[src/rtl/idr_pkg.sv]
package idr_pkg;
  typedef enum logic [1:0] {
    K_CFG0 = 2'd0,
    K_CFG1 = 2'd1,
    K_CPL  = 2'd2,
    K_MSG  = 2'd3
  } kind_e;

  typedef enum logic [2:0] {
    A_FWD   = 3'd0,
    A_CONV  = 3'd1,
    A_ERR   = 3'd2,
    A_DROP  = 3'd3,
    A_UNEXP = 3'd4
  } act_e;

  // inclusive span test shared by range matchers
  function automatic logic in_span(input logic [7:0] b, input logic [7:0] lo,
                                   input logic [7:0] hi);
    return (b >= lo) && (b <= hi);
  endfunction
endpackage

[src/rtl/idr_port_match.sv]
module idr_port_match #(
  parameter int BW = 8
) (
  input  logic [BW-1:0] bus,
  input  logic [BW-1:0] lo,
  input  logic [BW-1:0] hi,
  input  logic          en,
  output logic          hit,
  output logic          at_sec
);
  assign hit    = en && (bus >= lo) && (bus <= hi);
  assign at_sec = en && (bus == lo);
endmodule

[src/rtl/idr_route_sel.sv]
module idr_route_sel #(
  parameter int NPORT = 4,
  parameter int BW    = 8,
  localparam int PW   = (NPORT > 1) ? $clog2(NPORT) : 1,
  localparam int NDS  = NPORT - 1
) (
  input  logic [BW-1:0]       bus,
  input  logic [NPORT*BW-1:0] sec_bus,
  input  logic [NPORT*BW-1:0] sub_bus,
  input  logic [NDS-1:0]      dev_en,
  output logic                ds_hit,
  output logic [PW-1:0]       ds_idx,
  output logic                ds_at_sec,
  output logic                up_in_rng,
  output logic                on_int_bus
);
  logic [NDS-1:0] hit_v;
  logic [NDS-1:0] sec_v;

  for (genvar g = 0; g < NDS; g++) begin : g_port
    idr_port_match #(.BW(BW)) u_match (
      .bus   (bus),
      .lo    (sec_bus[(g+1)*BW +: BW]),
      .hi    (sub_bus[(g+1)*BW +: BW]),
      .en    (dev_en[g]),
      .hit   (hit_v[g]),
      .at_sec(sec_v[g])
    );
  end

  // lowest enabled index wins on overlapping windows
  always_comb begin
    ds_hit    = 1'b0;
    ds_idx    = '0;
    ds_at_sec = 1'b0;
    for (int p = NDS - 1; p >= 0; p--) begin
      if (hit_v[p]) begin
        ds_hit    = 1'b1;
        ds_idx    = PW'(p + 1);
        ds_at_sec = sec_v[p];
      end
    end
  end

  assign up_in_rng  = (bus >= sec_bus[BW-1:0]) && (bus <= sub_bus[BW-1:0]);
  assign on_int_bus = (bus == sec_bus[BW-1:0]);
endmodule

[src/rtl/idr_policy.sv]
module idr_policy
  import idr_pkg::*;
#(
  parameter int NPORT = 4,
  parameter int BW    = 8,
  parameter int DW    = 5,
  localparam int PW   = (NPORT > 1) ? $clog2(NPORT) : 1,
  localparam int NDS  = NPORT - 1
) (
  input  logic [1:0]    kind,
  input  logic [PW-1:0] in_port,
  input  logic [BW-1:0] bus,
  input  logic [DW-1:0] dev,
  input  logic          vdm,
  input  logic [BW-1:0] up_bus,
  input  logic [NDS-1:0] dev_en,
  input  logic          ari_en,
  input  logic [NDS-1:0] uf_en,
  input  logic          ds_hit,
  input  logic [PW-1:0] ds_idx,
  input  logic          ds_at_sec,
  input  logic          up_in_rng,
  input  logic          on_int_bus,
  output logic [2:0]    act,
  output logic [PW-1:0] eport,
  output logic          to_switch,
  output logic          hairpin,
  output logic          dst_ok
);
  logic          is_up;
  logic          dev_on;
  logic [PW-1:0] dev_port;
  logic          uf_here;
  logic          to_up_bus;
  logic [PW-1:0] dst;

  always_comb begin
    dev_on   = 1'b0;
    dev_port = '0;
    uf_here  = 1'b0;
    for (int d = 0; d < NDS; d++) begin
      if (dev == DW'(d) && dev_en[d]) begin
        dev_on   = 1'b1;
        dev_port = PW'(d + 1);
      end
      if (in_port == PW'(d + 1)) uf_here = uf_en[d];
    end
  end

  assign is_up     = (in_port == '0);
  assign to_up_bus = (bus == up_bus);
  assign dst_ok    = ds_hit || !up_in_rng;
  assign dst       = ds_hit ? ds_idx : '0;
  assign hairpin   = dst_ok && (dst == in_port);
  assign to_switch = to_up_bus || (on_int_bus && dev_on);

  always_comb begin
    act   = A_ERR;
    eport = '0;
    unique case (kind_e'(kind))
      K_CFG0: begin
        if (is_up) act = A_FWD;
      end
      K_CFG1: begin
        if (is_up) begin
          if (on_int_bus) begin
            if (dev_on) begin
              act   = A_CONV;
              eport = dev_port;
            end
          end else if (ds_hit) begin
            if (!ds_at_sec) begin
              act   = A_FWD;
              eport = ds_idx;
            end else if (dev == '0 || ari_en) begin
              act   = A_CONV;
              eport = ds_idx;
            end
          end
        end
      end
      K_CPL: begin
        if (to_up_bus || on_int_bus) act = A_UNEXP;
        else if (!dst_ok) act = A_DROP;
        else if (hairpin) act = (!is_up && uf_here) ? A_FWD : A_DROP;
        else begin
          act   = A_FWD;
          eport = dst;
        end
      end
      K_MSG: begin
        if (to_switch) act = vdm ? A_DROP : A_ERR;
        else if (is_up && !vdm) act = A_ERR;
        else if (on_int_bus || !dst_ok) act = A_ERR;
        else if (hairpin) act = (!is_up && uf_here) ? A_FWD : A_ERR;
        else begin
          act   = A_FWD;
          eport = dst;
        end
      end
      default: act = A_ERR;
    endcase
  end
endmodule

[src/rtl/idr_check.sv]
module idr_check
  import idr_pkg::*;
#(
  parameter int NPORT = 4,
  parameter int BW    = 8,
  parameter int DW    = 5,
  localparam int PW   = (NPORT > 1) ? $clog2(NPORT) : 1,
  localparam int NDS  = NPORT - 1
) (
  input  logic                clk,
  input  logic                rst_n,
  input  logic                in_valid,
  input  logic [PW-1:0]       in_port,
  input  logic [1:0]          in_kind,
  input  logic [BW-1:0]       in_bus,
  input  logic [DW-1:0]       in_dev,
  input  logic                in_vdm,
  input  logic [BW-1:0]       up_bus,
  input  logic [NPORT*BW-1:0] sec_bus,
  input  logic [NPORT*BW-1:0] sub_bus,
  input  logic [NDS-1:0]      dev_en,
  input  logic                ari_en,
  input  logic [NDS-1:0]      uf_en,
  output logic                out_valid,
  output logic [2:0]          out_act,
  output logic [PW-1:0]       out_port
);
  logic          w_ds_hit;
  logic [PW-1:0] w_ds_idx;
  logic          w_ds_at_sec;
  logic          w_up_in_rng;
  logic          w_on_int_bus;
  logic [2:0]    w_act;
  logic [PW-1:0] w_eport;
  logic          w_to_switch;
  logic          w_hairpin;
  logic          w_dst_ok;

  idr_route_sel #(.NPORT(NPORT), .BW(BW)) u_route (
    .bus       (in_bus),
    .sec_bus   (sec_bus),
    .sub_bus   (sub_bus),
    .dev_en    (dev_en),
    .ds_hit    (w_ds_hit),
    .ds_idx    (w_ds_idx),
    .ds_at_sec (w_ds_at_sec),
    .up_in_rng (w_up_in_rng),
    .on_int_bus(w_on_int_bus)
  );

  idr_policy #(.NPORT(NPORT), .BW(BW), .DW(DW)) u_policy (
    .kind      (in_kind),
    .in_port   (in_port),
    .bus       (in_bus),
    .dev       (in_dev),
    .vdm       (in_vdm),
    .up_bus    (up_bus),
    .dev_en    (dev_en),
    .ari_en    (ari_en),
    .uf_en     (uf_en),
    .ds_hit    (w_ds_hit),
    .ds_idx    (w_ds_idx),
    .ds_at_sec (w_ds_at_sec),
    .up_in_rng (w_up_in_rng),
    .on_int_bus(w_on_int_bus),
    .act       (w_act),
    .eport     (w_eport),
    .to_switch (w_to_switch),
    .hairpin   (w_hairpin),
    .dst_ok    (w_dst_ok)
  );

  always_ff @(posedge clk or negedge rst_n) begin
    if (!rst_n) begin
      out_valid <= 1'b0;
      out_act   <= A_FWD;
      out_port  <= '0;
    end else if (in_valid) begin
      out_valid <= 1'b1;
      out_act   <= w_act;
      out_port  <= w_eport;
    end else begin
      out_valid <= 1'b0;
      out_act   <= A_FWD;
      out_port  <= '0;
    end
  end
endmodule

[config.mk]
export PLATFORM = sky130hd
export DESIGN_NAME = idr_check
export DESIGN_NICKNAME = d
export VERILOG_FILES = /design/src/rtl/idr_pkg.sv /design/src/rtl/idr_port_match.sv /design/src/rtl/idr_route_sel.sv /design/src/rtl/idr_policy.sv /design/src/rtl/idr_check.sv
export SDC_FILE = /design/constraint.sdc
export NUM_CORES = 1
export LEC_CHECK = 0
export BUFFER_PORTS_ARGS = -buffer_cell sky130_fd_sc_hd__buf_4
export CORE_MARGIN = 1
export CORE_UTILIZATION = 52
export CTS_CLUSTER_DIAMETER = 200
export DETAILED_ROUTE_END_ITERATION = 6
export GPL_ROUTABILITY_DRIVEN = 0
export GPL_TIMING_DRIVEN = 0
export HOLD_SLACK_MARGIN = 0.1
export PLACE_DENSITY = 0.88
export SYNTH_ARGS = -nofsm -noshare
export SYNTH_HDL_FRONTEND = slang
export SYNTH_SLANG_ARGS = --single-unit
export TNS_END_PERCENT = 100
[constraint.sdc]
create_clock -name clk -period 0.8 [get_ports clk]
set_clock_uncertainty 0.05 [all_clocks]
set_input_delay 0.16 -clock clk [delete_from_list [all_inputs] [get_ports clk]]
set_output_delay 0.16 -clock clk [all_outputs]
set_load 0.01 [all_outputs]
After elaboration in Yosys (flattened, before gate mapping). Index checks and enable logic that the tools add are counted.

Latch bits: 0. Memories kept: 0. Logic and storage cells: 107. Register bits after elaboration: 6. Bits in writable memories: 0. Output and inout bits: 6. Bits in read-only memories: 0.

Shift-type cells: 0. Divide/modulo/power cells: 0. Bitwise logic cells: 0. $mul: 0. Order comparisons: 8. Eq/ne operators: 14. Reductions and logical operators: 29. Muxes and demuxes: 53. $add $sub $neg: 0.

Operators with widths (number): 2-bit two-way mux (24); 8-bit == test (5); 3-bit two-way mux (12); 8-bit >= comparator (4); 8-bit less-or-equal comparator (4); 1-bit logical AND (17); 1-bit two-way mux (15); 3-bit case mux with 4 select lines (1); 2-bit == test, second input constant (4); 2-bit case mux with 3 select lines (1); 5-bit by 1-bit == test with 1-bit output, second input constant (1); 5-bit by 2-bit == test with 1-bit output, second input constant (1); 5-bit zero test (1); 1-bit logical OR (5); 2-bit by 1-bit == test with 1-bit output, second input constant (2); 1-bit zero test (4); 2-bit zero test (2); 2-bit == test (1).

Depth between registers and ports, before layout. Gate-level depths: netlist (run 1).

Depth in word-level cells: 15. Gate-level depth with buffers: 12. Depth with buffers taken out: 11.

By module. From an unflattened synthesis (run 1), not the netlist that was laid out.

Cells, all modules: 321. Area, all modules: 2373.5 µm².

Modules (own cells, without submodules): idr_port_match (instances 3, sequential area each 0.0 µm², area each 421.7 µm², cells each 60); idr_policy (instances 1, sequential area each 0.0 µm², area each 469.2 µm², cells each 62); idr_route_sel (instances 1, sequential area each 0.0 µm², area each 457.9 µm², cells each 68); idr_check (instances 1, sequential area each 150.1 µm², area each 181.4 µm², cells each 11).

Worst setup path before layout (run 1). No wires, ideal clock.

Kind: input -> register. Start point: input port in_bus[0]. End point: register out_act[0]. Slack: -1.791 ns. Required time: 0.668 ns. Stages on the path: 11. Data arrival time: 2.459 ns. Buffers on the path: 0. Library setup time: 0.082 ns. Cells stage by stage: inv_1 ha_1 nand2b_4 a2111o_1 a311oi_2 nor4b_2 nor3b_2 a21boi_2 o21ai_1 or3b_1 a31oi_1.

Longest elaborated chain between the ends: 15. Elaborated cells between the ends (all ways): 55. Classes of those cells: order compare (8); eq/ne (6); mux (23); reduce/logical (18).

RTL lines: start: declaration (line idr_check.sv:15) `input logic [BW-1:0] in_bus,`; 8-bit >= comparator (line idr_port_match.sv:11) `assign hit = en && (bus >= lo) && (bus <= hi);`; 1-bit logical AND (2 in series) (line idr_port_match.sv:11); 2-bit two-way mux or 1-bit two-way mux (tied branches) (3 in series) (line idr_route_sel.sv:37) `if (hit_v[p]) begin`; 2-bit two-way mux (line idr_policy.sv:53) `assign dst = ds_hit ? ds_idx : '0;`; 2-bit == test (line idr_policy.sv:54) `assign hairpin = dst_ok && (dst == in_port);`; 1-bit logical AND (line idr_policy.sv:54); 3-bit two-way mux (line idr_policy.sv:95) `else if (hairpin) act = (!is_up && uf_here) ? A_FWD : A_ERR;`; 3-bit two-way mux (line idr_policy.sv:94) `else if (on_int_bus || !dst_ok) act = A_ERR;`; 3-bit two-way mux (line idr_policy.sv:93) `else if (is_up && !vdm) act = A_ERR;`; 3-bit two-way mux (line idr_policy.sv:92) `if (to_switch) act = vdm ? A_DROP : A_ERR;`; 3-bit case mux with 4 select lines (*) (line idr_policy.sv:60) `unique case (kind_e'(kind))`; 3-bit two-way mux (*) (line idr_check.sv:78) `end else if (in_valid) begin`; end signal: assignment (line idr_check.sv:80) `out_act <= w_act;`; end: declaration (line idr_check.sv:25) `output logic [2:0] out_act,`.

Mark *: on every way between the ends. The rest lies on a longest branch, timed or not.

Final worst setup path (run 1). Same ends and word-level chain as after synthesis.

==> impl_metrics.py, run 1 <==
metrics = {
    "outcome": {
        "status": "finished with violations",
        "violations": "setup timing",
    },
    "clock_network": {
        "path_clk_slew_ps": 40,
        "cts_buffers": 3,
        "cts_sinks": 6,
        "cts_root_buf": "clkbuf_8",
        "cts_tree": "yes",
        "cts_buffer_depth": 2,
        "h-tree-depth": 1,
    },
    "timing": {
        "fin_ws_ps": -1880,
        "hold_violations": 0,
        "rsz0062_at_grt": "yes",
        "slew_viol_final": 0,
        "worst_pin_slew_ps": 903,
        "setup_viol": 12,
        "whs_ps": 217,
        "finalCriticalPeriod_ps": 2680,
        "slew_headroom_pct": 39.0,
        "fin_crit_sh_pct": 335,
        "max_freq_ghz": 0.374,
    },
    "drt": {
        "drc": 0,
        "post_drt_wl_per_cell_um": 16.1,
        "num_vias": 2859,
        "ant_nets": 0,
        "drt-pass1-iter-count": 4,
        "first_iter_violations": 243,
        "vias_per_cell": 5.86,
        "finalWirelength_um": 7860,
    },
    "cells_and_area": {
        "multi_input_area_um2": 2040,
        "n_fill_cell": 265,
        "finish.utilization_pct": 83.9,
        "finalNonFillerCells": 488,
        "drive_gt1_share_pct": 35.6,
        "area_growth_pct": 50.0,
        "regArea_um2": 150,
        "nets": 604,
        "num_antenna_cells": 0,
    },
    "power_and_ir_drop": {
        "switchingPower_mw": 0.962,
        "clock_power_share_pct": 17.8,
        "powerDensity_nw_per_um2": 725,
        "p_seq_share_pct": 12.9,
        "swShare_pct": 38.2,
        "power_frac_comb_pct": 69.2,
        "vdd_drop_max_mv": 0.329,
        "p_leak_nw": 1.91,
        "internal_power_mw": 1.56,
    },
    "yosys": {
        "netlist_area_um2": 2320,
        "synthTopCellsByArea": "ha_1, inv_1, dfrtp_1",
        "synthArstFlopShare_pct": 100,
        "yosysSeqAreaShare_pct": 6.48,
        "synth_cells": 316,
        "synth_edf_count": 0,
        "synth.distinct_cells": 58,
        "yosysWarnings": 0,
        "synth.avg_cell_area_um2": 7.33,
        "ys.flop_type": "dfrtp_1",
        "synth_seq_cells": 6,
        "synth_top_area_share_pct": 34.6,
        "synth_nets": 480,
        "yosysTopAreaCell": "ha_1",
    },
    "worst_setup_path": {
        "worstPathRequired_ps": 890,
        "endpoint_kind": "flip-flop",
        "critPathKind": "input port to flip-flop",
        "crit_path_start_kind": "input port",
        "cp.arrival_ps": 2770,
        "crit_fanout": 6,
    },
    "die": {
        "num_rows": 23,
        "fp.dieH_um": 68.8,
        "initial_core_util_pct": 55.9,
        "core_region_area_um2": 4140,
        "pin_count": 106,
        "die-area_um2": 4730,
        "die_x_um": 68.8,
    },
    "min_path": {
        "min_path_type": "input port to flip-flop",
        "hold_path_depth": 3,
    },
    "grt": {
        "met2_usage_pct": 59.4,
        "first_global_vias": 2651,
        "antenna_found_initial": 1,
        "grtUsageMet1_pct": 34.8,
        "grt_usage_pct": 31.8,
        "grt_max_degree": 10,
        "grt_overflow_total": 0,
        "grt_pass1_wl_um": 11300,
        "met3_usage_pct": 5.26,
        "grt_busiest_layer": "met2",
    },
    "placed_design": {
        "dp_hpwl_um": 5630,
        "portBuffers": 105,
        "pre_cts_ws_ps": -2130,
        "dp_cells": 471,
    },
    "run": {
        "cap_violations": 0,
    },
}
[power groups by stage]
stage | Sequential, mW | Combinational (mW) | Clock, mW
5_1_grt | 0.327 | 1.94 | 0.479
2_1_floorplan | 0.334 | 0.844 | 0
3_3_place_gp | 0.326 | 1.47 | 0
6_report | 0.326 | 1.74 | 0.449
4_1_cts | 0.326 | 1.64 | 0.448
3_5_place_dp | 0.327 | 1.55 | 0
[synth_stat cells (2+ instances only)]
library cell and n:
a21o_1 4, a21oi_1 25, a31oi_1 2, and3_1 2, and4_2 2, dfrtp_1 6
ha_1 64, inv_1 62, nand2_1 22, nand2b_1 4, nand3_1 12, nand4_1 10
nor2_1 16, nor2b_1 4, nor3_1 7, o211ai_1 5, o21ai_0 17, o21ai_1 2
o22ai_1 2, or2_2 2, or2b_2 2, xnor2_1 8
[sequential cells by signal, indices dropped and copies added (netlist names)]
name,flops
out_port,2
out_act,3
out_valid,1
[path summary, 6_finish.rpt]
kind	from	endpoint	slack, ps
max in group asynchronous	rst_n	out_act[2]	340
hold / removal	in_kind[0]	out_act[0]	220
setup / recovery	in_bus[0]	out_act[0]	-1880
min in group asynchronous	rst_n	out_port[1]	240
[final cells by class]
cell class | instances | share of cell area, %
inverters | 62 | 6.80
flip-flops and latches | 6 | 4.32
multi-input cells | 247 | 58.6
plain buffers | 1 | 0.216
well taps | 50 | 1.80
clock buffers | 3 | 1.19
repair buffers | 119 | 27.0
[layout by cell type, fill, tap and decap left out, drive strengths merged, types with 2 or more instances in the layout]
| cell type | n |
|---|---|
| a211oi | 2 |
| a21boi | 2 |
| a21o | 5 |
| a21oi | 25 |
| a31oi | 3 |
| and3 | 3 |
| and4 | 3 |
| buf | 118 |
| clkbuf | 3 |
| dfrtp | 6 |
| dlygate4sd3 | 2 |
| ha | 64 |
| inv | 61 |
| nand2 | 22 |
| nand2b | 5 |
| nand3 | 12 |
| nand4 | 10 |
| nor2 | 16 |
| nor2b | 4 |
| nor3 | 7 |
| nor3b | 2 |
| o211ai | 5 |
| o21ai | 19 |
| o22ai | 2 |
| or2 | 3 |
| or2b | 2 |
| xnor2 | 8 |
[metrics by stage]
step	cell area, um^2	setup TNS [ps]	power, mW
after detailed placement	3210	-9200	1.87
after floorplan	2360	-7060	1.18
after global routing	3480	-10500	2.75
after CTS	3410	-8170	2.41
after global placement	3210	-9000	1.80
final	3480	-9450	2.52
[critical path: stages]
cell and delay (ps):
buf_8 80, clkinvlp_4 200, buf_6 190, buf_4 140
ha_1 270, nand2_1 60, nor3_2 150, nor2_1 100
a211oi_4 370, nand4b_1 200, a31oi_2 260, o21ai_2 90
or3b_1 350, a31oi_1 170
[logic make-up (layout without fill, tap and decap cells)]
group           count (synthesis)  count (layout)  share of synthesized area, %
compound gates                 75              75                          20.9
flops                           6               6                          6.48
xor+xnor                        8               8                          3.02
buf+inv                        63             185                          10.3
simple gates                   98              98                          23.9
mux                             2               2                         0.918
fa+ha+maj                      64              64                          34.6
[layer usage]
layer / part of all wire (%) / vias to the layer above
met1: 38 / 1278
met3: 8.2 / 47
li1: - / 1368
met5: 0.17 / -
met2: 49 / 164
met4: 4.6 / 2
[timing repair]
item	4_1_cts	5_1_grt
resized for setup	15	13
setup buffers	10	2
hold endpoints to repair	7	0
pin swaps	8	10
setup endpoints to repair	11	11
hold buffers	2	0
(Power assumes the default switching activity.)
==> run 2: changes to the inputs <==
--- a/config.mk
+++ b/config.mk
@@ -6,14 +6,15 @@
 export NUM_CORES = 1
 export LEC_CHECK = 0
 export BUFFER_PORTS_ARGS = -buffer_cell sky130_fd_sc_hd__buf_4
+export CORE_ASPECT_RATIO = 0.9
 export CORE_MARGIN = 1
-export CORE_UTILIZATION = 52
+export CORE_UTILIZATION = 49
 export CTS_CLUSTER_DIAMETER = 200
 export DETAILED_ROUTE_END_ITERATION = 6
 export GPL_ROUTABILITY_DRIVEN = 0
 export GPL_TIMING_DRIVEN = 0
 export HOLD_SLACK_MARGIN = 0.1
-export PLACE_DENSITY = 0.88
+export PLACE_DENSITY = 0.83
 export SYNTH_ARGS = -nofsm -noshare
 export SYNTH_HDL_FRONTEND = slang
 export SYNTH_SLANG_ARGS = --single-unit
==> constraint.sdc (replaced) <==
create_clock -name clk -period 2.7 [get_ports clk]
set_clock_uncertainty 0.05 [all_clocks]
set_input_delay 0.54 -clock clk [delete_from_list [all_inputs] [get_ports clk]]
set_output_delay 0.54 -clock clk [all_outputs]
set_load 0.01 [all_outputs]
==> impl_metrics.py, run 2 (synthesis results as in run 1) <==
metrics = {
    "outcome": {
        "status": "finished with violations",
        "violations": "setup timing",
    },
    "grt": {
        "grt_max_degree": 10,
        "grt_usage_pct": 27.4,
        "grt_overflow_total": 0,
        "grt_pass1_wl_um": 10700,
        "antenna_found_initial": 0,
        "first_global_vias": 2584,
    },
    "power_and_ir_drop": {
        "total_power_mw": 0.734,
        "powerDensity_nw_per_um2": 212,
        "vdd_drop_max_mv": 0.111,
        "p_leak_nw": 1.87,
    },
    "worst_setup_path": {
        "crit_chain": "buf_4 > ha_1 > and4b_1 > a211o_1 > a21oi_1 > o21ai_1 > or3_2 > a31oi_2 > o21ai_1 > or3b_1 > a31oi_1",
        "cp_common_cell": "o21ai_1",
        "cp.arrival_ps": 3110,
        "worstPathRequired_ps": 2780,
        "crit_path_start_kind": "input port",
        "crit_end": "out_act[0]",
        "endpoint_kind": "flip-flop",
        "cp_slowest_cell": "or3_2",
        "crit_path_start": "in_bus[1]",
        "critPathKind": "input port to flip-flop",
        "cpPeakStageDelay_ps": 450,
        "crit_fanout": 9,
    },
    "placed_design": {
        "dp_cells": 483,
        "portBuffers": 105,
        "dp_hpwl_um": 5520,
    },
    "clock_network": {
        "h-tree-depth": 1,
        "cts_root_buf": "clkbuf_8",
        "cts_buffer_depth": 2,
        "cts_tree": "yes",
        "path_clk_slew_ps": 30,
        "cts_sinks": 6,
        "cts_buffers": 3,
    },
    "timing": {
        "finalCriticalPeriod_ps": 3030,
        "worst_pin_slew_ps": 496,
        "tns_ps": -870,
        "hold_violations": 0,
        "setup_viol": 4,
        "max_freq_ghz": 0.330,
        "slew_headroom_pct": 66.8,
        "fin_ws_ps": -328,
        "rsz0062_at_grt": "yes",
        "slew_viol_final": 0,
        "fin_crit_sh_pct": 112,
    },
    "die": {
        "pin_count": 106,
        "die_x_um": 74.5,
        "initial_core_util_pct": 51.6,
        "fp.dieH_um": 67.2,
        "die-area_um2": 5010,
        "core_region_area_um2": 4490,
        "num_rows": 23,
    },
    "cells_and_area": {
        "final_cell_mix": "buf_4, inv_1, ha_1",
        "finalNonFillerCells": 496,
        "top_regs": "out_act: 3 flops, out_port: 2 flops, out_valid: 1 flops",
        "drive_gt1_share_pct": 35.0,
        "top_register": "out_act",
        "num_antenna_cells": 0,
        "mostFrequentLayoutCell": "buf_4",
        "area_growth_pct": 49.2,
        "largest_reg_flops": 3,
        "nets": 600,
        "finish.utilization_pct": 77.0,
    },
    "min_path": {
        "holdCritStartpoint": "in_valid",
        "min_path_type": "input port to flip-flop",
    },
    "drt": {
        "first_iter_violations": 135,
        "ant_nets": 0,
        "num_vias": 2709,
        "drt-pass1-iter-count": 4,
        "vias_per_cell": 5.46,
        "met2_length_um": 3310,
        "maxUsedRoutingLayer": "met4",
        "drc": 0,
        "finalWirelength_um": 6860,
        "drt-met1-wl_um": 2940,
        "post_drt_wl_per_cell_um": 13.8,
        "wl_met3_um": 437,
    },
    "run": {
        "cap_violations": 0,
    },
}
[run 2: cell count changes in the layout (fill, tap and decap cells not counted), moves of 2 or more]
cell,change
buf_6,-8
o21ai_1,+2
nor2_1,+2
ha_4,+4
o21ai_2,-2
ha_1,-4
nor2_4,-2
buf_4,+5
[run 2: worst min-delay path by stage]
| stage | cells after the start | endpoint | slack, ps |
|---|---|---|---|
| floorplan | 0 | out_act[0] | 190 |
| global placement | 1 | out_act[2] | 300 |
| detailed placement | 1 | out_act[2] | 300 |
| CTS | 1 | out_valid | 410 |
| global route | 1 | out_valid | 410 |
| finish | 1 | out_valid | 420 |
[run 2: what timing repair did]
| action | CTS | global route |
|---|---|---|
| resized for setup | 14 | 6 |
| setup endpoints to repair | 4 | 4 |
| pin swaps | 14 | 4 |
| hold endpoints to repair | 6 | 0 |
| hold buffers | 1 | 0 |
| setup buffers | 7 | 2 |
[run 2: per-stage QoR]
step	worst slack, ps	cell area, um^2	hold slack, ps
final	-328	3460	417
after global routing	-401	3460	413
after CTS	-257	3410	413
after detailed placement	-685	3220	296
after global placement	-664	3220	296
after floorplan	-190	2350	194
[run 2: cell type report]
cell class,count,area (um^2)
plain buffers,1,7.51
clock buffers,3,41.3
fillers,363,1030
inverters,62,236
multi-input cells,247,2070
flip-flops and latches,6,150
well taps,62,77.6
repair buffers,115,877
[run 2: per-layer routing]
layer / global-route usage [%] / vias to the layer above
met4: 10.8 / 0
met3: 3.28 / 20
met1: 31.9 / 1217
met2: 50.5 / 106
met5: 0 / -
li1: - / 1366
[run 2: where the power goes]
group	leakage [nW]	switching (mW)	internal [mW]
clock	0.0216	0.0355	0.0955
sequential	0.0799	0.00105	0.0946
combinational	1.77	0.237	0.270
total	1.87	0.274	0.460
[run 2: critical path: cells and delay by family]
kind / cells / cell delay (ps)
fa+ha+maj: 1 / 320
buf+inv: 1 / 170
compound gates: 6 / 1040
simple gates: 3 / 1050
